[config.mk]
export PLATFORM = sky130hd
export DESIGN_NAME = spi_csel_ctrl
export DESIGN_NICKNAME = d
export VERILOG_FILES = /design/src/rtl/csel_pkg.sv /design/src/rtl/csel_rst_sync.sv /design/src/rtl/csel_gap_timer.sv /design/src/rtl/csel_mode_latch.sv /design/src/rtl/csel_seq.sv /design/src/rtl/spi_csel_ctrl.sv
export SDC_FILE = /design/constraint.sdc
export NUM_CORES = 1
export LEC_CHECK = 0
export BUFFER_PORTS_ARGS = -buffer_cell sky130_fd_sc_hd__buf_2
export CAP_MARGIN = 5
export CORE_MARGIN = 5
export CORE_UTILIZATION = 40
export CTS_BUF_LIST = sky130_fd_sc_hd__clkbuf_8
export CTS_CLUSTER_DIAMETER = 80
export CTS_CLUSTER_SIZE = 12
export DETAILED_ROUTE_END_ITERATION = 10
export HOLD_SLACK_MARGIN = 0.03
export PLACE_DENSITY = 0.68
export SLEW_MARGIN = 20
export SYNTH_ARGS = -nofsm -noshare
export SYNTH_HDL_FRONTEND = slang
export SYNTH_SLANG_ARGS = --single-unit
[constraint.sdc]
create_clock -name clk -period 1.05 [get_ports clk]
set_input_delay 0.105 -clock clk [delete_from_list [all_inputs] [get_ports clk]]
set_output_delay 0.105 -clock clk [all_outputs]
set_load 0.03 [all_outputs]
[src/rtl/csel_pkg.sv]
package csel_pkg;
  typedef enum logic [2:0] {
    CS_IDLE  = 3'd0,
    CS_SETUP = 3'd1,
    CS_RUN   = 3'd2,
    CS_HOLD  = 3'd3,
    CS_GAP   = 3'd4
  } csel_state_e;
endpackage

[src/rtl/csel_rst_sync.sv]
module csel_rst_sync #(
  parameter int STAGES = 2
) (
  input  logic clk,
  input  logic rst_n,
  output logic rst_sync_n
);
  logic [STAGES-1:0] chain_q;

  always_ff @(posedge clk or negedge rst_n) begin
    if (!rst_n) chain_q <= '0;
    else        chain_q <= {chain_q[STAGES-2:0], 1'b1};
  end

  assign rst_sync_n = chain_q[STAGES-1];
endmodule

[src/rtl/csel_gap_timer.sv]
module csel_gap_timer #(
  parameter int TMR_W = 7
) (
  input  logic             clk,
  input  logic             rst_n,
  input  logic             load,
  input  logic [TMR_W-1:0] load_val,
  input  logic             active,
  input  logic             tick,
  output logic             last
);
  logic [TMR_W-1:0] cnt_q, cnt_nxt;

  always_comb begin
    cnt_nxt = cnt_q;
    if (load)
      cnt_nxt = load_val;
    else if (active && tick && (cnt_q != '0))
      cnt_nxt = cnt_q - TMR_W'(1);
  end

  always_ff @(posedge clk or negedge rst_n) begin
    if (!rst_n) cnt_q <= '0;
    else        cnt_q <= cnt_nxt;
  end

  assign last = active && tick && (cnt_q == TMR_W'(1));
endmodule

[src/rtl/csel_mode_latch.sv]
module csel_mode_latch (
  input  logic                  clk,
  input  logic                  rst_n,
  input  logic                  auto_mode,
  input  csel_pkg::csel_state_e st_q,
  input  csel_pkg::csel_state_e st_nxt,
  output logic                  eff_auto_q,
  output logic                  eff_auto_nxt
);
  import csel_pkg::*;

  always_comb begin
    eff_auto_nxt = eff_auto_q;
    if ((st_q == CS_IDLE) && (st_nxt == CS_IDLE))
      eff_auto_nxt = auto_mode;
  end

  always_ff @(posedge clk or negedge rst_n) begin
    if (!rst_n) eff_auto_q <= 1'b0;
    else        eff_auto_q <= eff_auto_nxt;
  end
endmodule

[src/rtl/csel_seq.sv]
module csel_seq (
  input  logic                  clk,
  input  logic                  rst_n,
  input  logic                  eff_auto_q,
  input  logic                  eff_auto_nxt,
  input  logic                  sw_level,
  input  logic                  half_tick,
  input  logic                  xfer_req,
  input  logic                  xfer_done,
  input  logic                  gap_last,
  output csel_pkg::csel_state_e st_q,
  output csel_pkg::csel_state_e st_nxt,
  output logic                  gap_load,
  output logic                  ss_n,
  output logic                  ready
);
  import csel_pkg::*;

  logic ss_n_nxt, ready_nxt;

  always_comb begin
    st_nxt = st_q;
    unique case (st_q)
      CS_IDLE:  if (eff_auto_q && xfer_req) st_nxt = CS_SETUP;
      CS_SETUP: if (half_tick)              st_nxt = CS_RUN;
      CS_RUN:   if (xfer_done)              st_nxt = CS_HOLD;
      CS_HOLD:  if (half_tick)              st_nxt = CS_GAP;
      CS_GAP:   if (gap_last)               st_nxt = CS_IDLE;
      default:                              st_nxt = CS_IDLE;
    endcase
  end

  assign gap_load = (st_q == CS_HOLD) && half_tick;

  always_comb begin
    if (eff_auto_nxt) begin
      ss_n_nxt  = !((st_nxt == CS_SETUP) || (st_nxt == CS_RUN) || (st_nxt == CS_HOLD));
      ready_nxt = (st_nxt == CS_RUN);
    end else begin
      ss_n_nxt  = sw_level;
      ready_nxt = 1'b1;
    end
  end

  always_ff @(posedge clk or negedge rst_n) begin
    if (!rst_n) begin
      st_q  <= CS_IDLE;
      ss_n  <= 1'b1;
      ready <= 1'b1;
    end else begin
      st_q  <= st_nxt;
      ss_n  <= ss_n_nxt;
      ready <= ready_nxt;
    end
  end
endmodule

[src/rtl/spi_csel_ctrl.sv]
module spi_csel_ctrl #(
  parameter int GAP_W = 6
) (
  input  logic             clk,
  input  logic             rst_n,
  input  logic             auto_mode,
  input  logic             sw_level,
  input  logic [GAP_W-1:0] gap_len,
  input  logic             half_tick,
  input  logic             xfer_req,
  input  logic             xfer_done,
  output logic             ss_n,
  output logic             ready
);
  import csel_pkg::*;

  localparam int TMR_W = GAP_W + 1;

  logic        rst_sync_n;
  logic        eff_auto_q, eff_auto_nxt;
  logic        gap_load, gap_last, gap_active;
  csel_state_e st_q, st_nxt;
  logic [TMR_W-1:0] gap_load_val;

  csel_rst_sync #(.STAGES(2)) u_rst (
    .clk(clk), .rst_n(rst_n), .rst_sync_n(rst_sync_n)
  );

  csel_mode_latch u_mode (
    .clk(clk), .rst_n(rst_sync_n), .auto_mode(auto_mode),
    .st_q(st_q), .st_nxt(st_nxt),
    .eff_auto_q(eff_auto_q), .eff_auto_nxt(eff_auto_nxt)
  );

  assign gap_load_val = {1'b0, gap_len} + TMR_W'(3);
  assign gap_active   = (st_q == CS_GAP);

  csel_gap_timer #(.TMR_W(TMR_W)) u_gap (
    .clk(clk), .rst_n(rst_sync_n), .load(gap_load), .load_val(gap_load_val),
    .active(gap_active), .tick(half_tick), .last(gap_last)
  );

  csel_seq u_seq (
    .clk(clk), .rst_n(rst_sync_n),
    .eff_auto_q(eff_auto_q), .eff_auto_nxt(eff_auto_nxt),
    .sw_level(sw_level), .half_tick(half_tick),
    .xfer_req(xfer_req), .xfer_done(xfer_done), .gap_last(gap_last),
    .st_q(st_q), .st_nxt(st_nxt), .gap_load(gap_load),
    .ss_n(ss_n), .ready(ready)
  );
endmodule

==> results of run 1 <==
## report_power, final
part           internal, µW  total (µW)  switching [µW]
logic                  1370        2590            1210
registers               849        1050             206
clock network           267         498             231
total                  2490        4140            1650
## cell type report
| class | instances | area share (%) |
|---|---|---|
| clock inverters | 1 | 0.5038 |
| multi-input cells | 70 | 43.16 |
| inverters | 5 | 1.259 |
| well taps | 28 | 2.351 |
| flip-flops and latches | 15 | 25.36 |
| repair buffers | 50 | 24.60 |
| clock buffers | 3 | 2.771 |
## Yosys cell counts, drive strengths merged, types with 2 or more instances
master	number
dfstp	2
nor2	6
nor3	2
nand3b	2
xor2	2
inv	5
o21ai	5
nor4	2
nor3b	2
xnor2	5
nand4	2
or3	3
nand2	6
or4	4
buf	3
dfrtp	13
a21oi	2
ha	4
## routing by layer
metal  GRT usage [%]  part of all wire [%]
met1           19.15                    43
met2           30.65                    51
met3           3.563                   4.4
met4           5.960                   1.5
met5               0                     0
## stage by stage
stage	cells	util (%)	instance area, µm²	setup TNS, ns	power, µW
floorplan	93	-	939.7	-5.256	2057
finish	172	67.36	1490	-6.259	4138
global route	172	67.36	1490	-6.842	4396
global placement	163	56.79	1256	-5.594	2841
CTS	169	64.03	1416	-5.884	3816
detailed placement	163	56.79	1256	-6.045	2917
## state kept, by name, summed over array words and instances (netlist names)
register,flops
u_gap.cnt_q,7
u_rst.chain_q,2
u_seq.ss_n,1
u_mode.eff_auto_q,1
u_seq.st_q,3
u_seq.ready,1
## cell families (layout without fill, tap and decap cells)
logic type / Yosys count / after routing / share of synthesized area, %
AOI/OAI and AO/OA: 20 / 20 / 15.37
and+or+nand+nor: 37 / 37 / 26.15
buffers and inverters: 8 / 59 / 4.313
adders and majority gates: 4 / 4 / 5.391
muxes: 1 / 1 / 1.078
other: 1 / 1 / 0.4039
xor gates and xnor gates: 7 / 7 / 6.604
DFF: 15 / 15 / 40.70
## layout by cell type (no fill, tap or decap), types with 2 or more instances in the layout
cell | synthesis | layout
nand3b_1 | 2 | 2
dfrtp_1 | 13 | 13
o21ai_1 | 0 | 3
nor3_1 | 2 | 2
inv_1 | 5 | 3
xor2_1 | 2 | 2
nand2_1 | 6 | 5
nor2_4 | 0 | 2
or4_1 | 4 | 2
xnor2_1 | 5 | 4
buf_4 | 0 | 32
clkbuf_8 | 0 | 3
inv_2 | 0 | 2
buf_2 | 2 | 12
o21ai_0 | 5 | 2
dfstp_2 | 2 | 2
ha_1 | 4 | 2
nand4_1 | 2 | 2
or3_1 | 3 | 3
nor3b_1 | 2 | 2
nor2_1 | 6 | 3
or4_4 | 0 | 2
buf_6 | 1 | 5
## worst paths after layout
kind	from	end	slack (ns)	cells after the start
worst min register to register	u_rst.chain_q[1]	u_mode.eff_auto_q	0.03	0
worst max register to register	u_seq.st_q[0]	u_gap.cnt_q[4]	-0.74	4
worst max-delay path	u_seq.st_q[0]	u_gap.cnt_q[4]	-0.74	4
max in group asynchronous	u_rst.chain_q[1]	u_seq.ss_n	0.58	1
min in group clk	sw_level	u_seq.ss_n	0.07	3
worst min-delay path	u_rst.chain_q[1]	u_mode.eff_auto_q	0.03	0
## what timing repair did
item | in CTS | in global routing
cloned | 0 | 0
pin swaps | 11 | 9
gates resized for setup | 23 | 12
setup buffers | 1 | 6
hold buffers | 1 | 0
hold endpoints to repair | 2 | 0
endpoints found under the setup margin | 15 | 14
## worst max-delay path, cell delays in order (launching register included)
cell	delay [ns]
dfrtp_1	0.38
nand4bb_4	0.23
or4b_4	0.50
o211a_1	0.21
or3_1	0.35
==> metrics.cfg, run 1 <==
[clocking]
cts.path.max_buffers=2
clkLatencyLatePin_ns=0.25
cts_tree=yes
worst_setup_hold_path_clk_slew_ns=0.07
cts_htree_levels=1
cts_sinks=15
cts_root_buf=clkbuf_8
cts_buffers=3

[final_layout]
diodes=0
drive_above_1_share_pct=53.47
fillerInstances=173
layout.nets=162
syn_to_final_growth_pct=60.51
regArea_um2=377.9
multi_input_comb_area_um2=643.1

[run]
maxCapViolCount=0

[status]
violations=negative setup slack
outcome=finished, violations left

[critical_path]
arrival_ns=1.92
setup.worst_path.end_class=flip-flop
critPathKind=flip-flop to flip-flop
required_ns=1.18
worst-path-max-fanout=2
startpoint_type=flip-flop

[synthesis]
ys_warn_count=0
synth_area_um2=928.4
ys_seq_area_share_pct=40.70
syn_nets=110
synthArstFlopShare_pct=100.0
netlist_instances=93
yosys.area.top_type=dfrtp_1
synth_edf_count=0
yosys_register_bits=15
synth_area_leaders=dfrtp_1 35%, dfstp_2 5.7%, ha_1 5.4%, xnor2_1 4.7%, or4_1 3.2%
postSynthAreaPerCell_um2=9.983
yosysUniqueCellTypes=42
synth_top_area_share_pct=35.04
synth_ff_type=dfrtp_1

[drt]
dr_total_vias=922
drtIter0Drc=7
routedWlPerCell_um=15.16
antenna_left=0
dr.pass1.iters=4
post-route-drc-count=0
vias_per_cell=5.360
drt-total-wl_um=2607

[die]
rows=17
dieArea_um2=3384
die_w_um=58.18
chipHeight_um=58.18
ios=15
initial_utilization_pct=41.97
core_area_um2=2212

[power]
max-vdd-ir-drop_v=0.001795
power.leakage_uw=0.0006630
p_per_area_nw_per_um2=2777

[global_routing]
grt_max_degree=12
grt_first_pass_wirelength_um=4236
grt_pass1_vias=953
antenna_found_initial=0
grt_overflow=0
track_usage_pct=16.81

[sta]
fin_crit_sh_pct=170.5
rsz0062_at_grt=yes
hold_viol=0
max_freq_ghz=0.5587
setup_violations=13
whs_ns=0.03437
finalWorstSetupSlack_ns=-0.7400
finalClockSkew_ns=0.002789
maxSlewViolCount=0
post-route-min-period_ns=1.790

[hold_path]
worst_hold_path_type=flip-flop to async pin

[placement]
dp_slack_ns=-0.7424
port_buffers=14
globalplace.congestion=0.9456
dp_hpwl_um=1801

(Power assumes the default switching activity.)
==> run 2, diff against run 1 <==
CORE_MARGIN = not set   (was 5)
SETUP_SLACK_MARGIN = 0.05   (was not set)
SLEW_MARGIN = not set   (was 20)
==> metrics.cfg, run 2 (synthesis results as in run 1) <==
[final_layout]
final_common_cell=buf_4
largest_reg_flops=7  ; unchanged
top_register=u_gap.cnt_q
fin_area_um2=1503  ; +0.84%
final_core_util_pct=68.59  ; +1.2 points
layout.nets=162  ; unchanged
fillerInstances=153  ; -12%
syn_to_final_growth_pct=61.86
reg_top3=u_gap.cnt_q x7, u_seq.st_q x3, u_rst.chain_q x2
drive_above_1_share_pct=54.17  ; +0.69 points
diodes=0  ; unchanged
final_cell_mix=29 x buf_4, 13 x dfrtp_1, 12 x buf_2

[status]
outcome=finished, violations left
violations=negative setup slack

[power]
p_per_area_nw_per_um2=2803  ; +0.94%
max-vdd-ir-drop_v=0.001882  ; +4.8%
power.leakage_uw=0.0006681  ; +0.77%

[critical_path]
required_ns=1.17  ; about the same
worst-path-max-fanout=2  ; unchanged
arrival_ns=1.95  ; +0.03 ns
setup.worst_path.end_class=flip-flop
critPathKind=flip-flop to flip-flop
startpoint_type=flip-flop
cp-startpoint=u_seq.st_q[0]
rr_startpoint=u_seq.st_q[0]

[drt]
drtIter0Drc=22  ; +15
post-route-drc-count=0  ; unchanged
vias_per_cell=5.587  ; +4.2%
drt-total-wl_um=2799  ; +7.4%
antenna_left=0  ; unchanged
dr_total_vias=961  ; +4.2%
dr.pass1.iters=4  ; unchanged
routedWlPerCell_um=16.27  ; +7.4%

[clocking]
worst_setup_hold_path_clk_slew_ns=0.07  ; about the same
cts_buffers=3  ; unchanged
cts_sinks=15  ; unchanged
cts_htree_levels=1  ; unchanged
cts.path.max_buffers=2  ; unchanged
cts_root_buf=clkbuf_8
clkLatencyLatePin_ns=0.25  ; about the same
cts_tree=yes

[sta]
whs_ns=0.06302  ; +0.02865 ns
finalClockSkew_ns=0.005756  ; +0.002966 ns
hold_viol=0  ; unchanged
max_freq_ghz=0.5489  ; -1.7%
fin_crit_sh_pct=173.5  ; +3.0 points
finalWorstSetupSlack_ns=-0.7718  ; -0.03182 ns
post-route-min-period_ns=1.822  ; +0.03182 ns
rsz0062_at_grt=yes
setup_violations=13  ; unchanged
maxSlewViolCount=0  ; unchanged

[global_routing]
track_usage_pct=23.97  ; +7.2 points
grt_overflow=0  ; unchanged
grt_first_pass_wirelength_um=4554  ; +7.5%
grt_max_degree=11  ; -1
grt_pass1_vias=985  ; +3.4%
antenna_found_initial=0  ; unchanged

[placement]
dp_slack_ns=-0.7503  ; -0.007888 ns
globalplace.congestion=0.9010  ; -4.7%
place_area_um2=1256  ; unchanged
dp_hpwl_um=1876  ; +4.1%
port_buffers=14  ; unchanged

[die]
core_area_um2=2191  ; -0.96%
ios=15  ; unchanged
chipHeight_um=50.18  ; -14%
dieArea_um2=2518  ; -26%
die_w_um=50.18  ; -14%
initial_utilization_pct=42.38  ; +0.41 points
rows=17  ; unchanged

[run]
maxCapViolCount=0  ; unchanged

[hold_path]
worst_hold_path_type=flip-flop to async pin

## run 2: cell count changes in the layout (fill, tap and decap cells not counted), moves of 2 or more
| cell | previous run | this run |
|---|---|---|
| buf_6 | 5 | 8 |
| inv_1 | 3 | 5 |
| buf_4 | 32 | 29 |
| inv_2 | 2 | 0 |
## run 2: stage by stage
stage / setup TNS [ns] / instances / power [µW]
global route: -6.773 / 172 / 4426
CTS: -5.678 / 171 / 4004
global placement: -5.612 / 163 / 2816
detailed placement: -6.082 / 163 / 2944
finish: -6.095 / 172 / 4212
floorplan: -5.256 / 93 / 2057
## run 2: final timing paths
| kind | slack (ns) | cells after the start | endpoint |
|---|---|---|---|
| setup / recovery | -0.77 | 4 | u_gap.cnt_q[4] |
| setup reg to reg | -0.77 | 4 | u_gap.cnt_q[4] |
| min in group clk | 0.07 | 3 | u_seq.ss_n |
| hold reg to reg | 0.06 | 0 | u_gap.cnt_q[0] |
| max in group asynchronous | 0.53 | 1 | u_seq.ss_n |
| hold / removal | 0.06 | 0 | u_gap.cnt_q[0] |
## run 2: metal layers
| metal | routed length, µm | vias up | track usage (%) |
|---|---|---|---|
| met5 | 0 | - | 0 |
| met4 | 72 | 0 | 10.95 |
| met3 | 85 | 10 | 3.939 |
| met2 | 1447 | 21 | 38.44 |
| met1 | 1194 | 480 | 31.30 |
| li1 | - | 450 | - |
## run 2: what timing repair did
| action | CTS | global route |
|---|---|---|
| gates cloned | 0 | 0 |
| hold endpoints to repair | 2 | 0 |
| buffers inserted | 4 | 2 |
| pin swaps | 15 | 2 |
| gates resized for setup | 32 | 3 |
| hold buffers | 1 | 0 |
| setup endpoints to repair | 15 | 15 |
## run 2: final cells by class
| cell class | count | area [µm²] | area share [%] |
|---|---|---|---|
| clock inverter | 1 | 7.507 | 0.4996 |
| multi-input combinational | 70 | 644.4 | 42.88 |
| clock buffer | 3 | 41.29 | 2.748 |
| sequential | 15 | 377.9 | 25.15 |
| tap | 28 | 35.03 | 2.331 |
| inverter | 5 | 18.77 | 1.249 |
| timing repair buffer | 50 | 377.9 | 25.15 |
## run 2: worst max-delay path, cell delays in order, from the launching register on
cell,delay (ns)
dfrtp_1,0.39
nand4bb_4,0.23
or4b_4,0.53
o211a_1,0.21
or3_1,0.34
## run 2: where the power goes
group | internal, µW | switching, µW | leakage, µW | total (µW)
combinational | 1410 | 1260 | 0.000466 | 2670
clock | 266 | 224 | 0.0000217 | 490
sequential | 849 | 204 | 0.000181 | 1050
total | 2520 | 1690 | 0.000668 | 4210
==> run 3, diff against run 2 <==
clock period = 2 ns   (was 1.05 ns; I/O delays follow)
==> metrics.cfg, run 3 (synthesis results as in run 1) <==
[drt]
post-route-drc-count=0  ; unchanged
antenna_left=0  ; unchanged
drtIter0Drc=32  ; +45%
dr_total_vias=809  ; -16%
vias_per_cell=5.657  ; +1.3%
drt-total-wl_um=1996  ; -29%
routedWlPerCell_um=13.96  ; -14%
dr.pass1.iters=4  ; unchanged

[critical_path]
arrival_ns=1.97  ; +0.02 ns
setup.worst_path.end_class=flip-flop
worst-path-max-fanout=5  ; +3
required_ns=2.13  ; +0.96 ns
critPathKind=flip-flop to flip-flop
startpoint_type=flip-flop

[sta]
maxSlewHeadroom_pct=63.63
setup_violations=0  ; -13
fin_crit_sh_pct=92.05  ; -81 points
maxSlewViolCount=0  ; unchanged
rsz0062_at_grt=no
worst_pin_slew_ns=0.5455
post-route-min-period_ns=1.841  ; +0.01927 ns
hold_viol=0  ; unchanged
setup_tns_ns=0  ; +6.095 ns
max_freq_ghz=0.5432  ; -1.0%
finalClockSkew_ns=0.008206  ; +0.002450 ns

[power]
power.switching_uw=607.4  ; -64%
clockPowerShare_pct=16.1  ; +4.5 points
p_seq_share_pct=36.8  ; +12 points
p_int_uw=914.3  ; -64%
max-vdd-ir-drop_v=0.0007898  ; -58%
swShare_pct=39.92  ; -0.23 points
p_per_area_nw_per_um2=1367  ; -51%
power.leakage_uw=0.0004956  ; -26%
pwr-share-comb_pct=47.0  ; -16 points
power_uw=1522  ; -64%

[hold_path]
worst_hold_path_type=input port to flip-flop

[final_layout]
layout.nets=133  ; -18%
drive_above_1_share_pct=26.09  ; -28 points
top_register=u_gap.cnt_q
syn_to_final_growth_pct=19.95
fillerInstances=196  ; +28%
largest_reg_flops=7  ; unchanged
final_common_cell=buf_2
reg_top3=u_gap.cnt_q x7, u_seq.st_q x3, u_rst.chain_q x2
fin_area_um2=1114  ; -26%
multi_input_comb_area_um2=510.5  ; -21%
diodes=0  ; unchanged
regArea_um2=377.9  ; unchanged
final_cell_mix=14 x buf_2, 13 x dfrtp_1, 6 x nand2_1, 6 x nor2_1, 6 x buf_4

[global_routing]
antenna_found_initial=0  ; unchanged
grt_first_pass_wirelength_um=3353  ; -26%
grt_overflow=0  ; unchanged
grt_pass1_vias=762  ; -23%
grt_max_degree=14  ; +3
track_usage_pct=18.09  ; -5.9 points

[die]
ios=15  ; unchanged
die_w_um=50.18  ; unchanged
dieArea_um2=2518  ; unchanged
chipHeight_um=50.18  ; unchanged
rows=17  ; unchanged
initial_utilization_pct=42.38  ; unchanged
core_area_um2=2191  ; unchanged

[status]
outcome=finished, final reports clean

[clocking]
cts_htree_levels=1  ; unchanged
cts_sinks=15  ; unchanged
cts.path.max_buffers=2  ; unchanged
worst_setup_hold_path_clk_slew_ns=0.07  ; about the same
cts_buffers=3  ; unchanged
cts_root_buf=clkbuf_8
cts_tree=yes
clkLatencyLatePin_ns=0.25  ; about the same

[placement]
port_buffers=14  ; unchanged
place_area_um2=1057  ; -16%
dp_hpwl_um=1470  ; -22%
globalplace.congestion=0.9306  ; +3.3%

[run]
maxCapViolCount=0  ; unchanged

## run 3: cell count changes in the layout (fill, tap and decap cells not counted), sizes merged
cell	previous run	this run
buf	49	20
clkinv	0	1
clkinvlp	1	0
## run 3: path summary, 6_finish.rpt
| check | cells after the start | from | slack (ns) | endpoint |
|---|---|---|---|---|
| hold / removal | 3 | sw_level | 0.17 | u_seq.ss_n |
| min in group asynchronous | 0 | u_rst.chain_q[1] | 0.21 | u_seq.st_q[2] |
| setup reg to reg | 5 | u_gap.cnt_q[0] | 0.16 | u_gap.cnt_q[4] |
| hold reg to reg | 0 | u_rst.chain_q[1] | 0.21 | u_seq.st_q[2] |
| max in group asynchronous | 0 | u_rst.chain_q[1] | 1.41 | u_seq.ready |
| setup / recovery | 5 | u_gap.cnt_q[0] | 0.16 | u_gap.cnt_q[4] |
## run 3: area by class of cell
type                       instances  area share (%)
clock inverter                     1          0.4494
clock buffer                       3           3.708
inverter                           5           1.685
tap                               28           3.146
timing repair buffer              21           11.24
sequential                        15           33.93
multi-input combinational         70           45.84
## run 3: stage by stage
stage	hold WS (ns)	worst slack, ns	std cells	utilization [%]
after floorplan	-0.09559	0.1293	93	-
after CTS	0.1604	0.1487	143	50.83
after global routing	0.1895	0.06825	143	50.83
after detailed placement	-0.01436	0.1722	138	48.26
final	0.1652	0.1589	143	50.83
after global placement	-0.01543	0.2232	138	48.26
## run 3: power groups by stage
stage	Clock [µW]	Sequential (µW)	Combinational, µW
4_1_cts	250	557	712
3_5_place_dp	0	563	695
2_1_floorplan	0	567	490
3_3_place_gp	0	553	674
5_1_grt	266	574	792
6_report	246	561	715
## run 3: worst max-delay path, stage by stage, from the launching register on
cell and delay (ns):
dfrtp_1 0.42, inv_1 0.11, ha_1 0.18, or4b_4 0.47, o211a_1 0.21, or3_1 0.35
## run 3: what timing repair did
item,4_1_cts,5_1_grt
buffers inserted,0,0
hold buffers,1,0
gates resized for setup,0,0
hold endpoints to repair,2,0
## run 3: metal layers
metal | wire [µm] | share of wire [%] | track usage (%)
met1 | 902 | 45 | 22.26
met2 | 974 | 49 | 27.56
met3 | 88 | 4.4 | 5.152
met4 | 30 | 1.5 | 11.43
met5 | 0 | 0 | 0
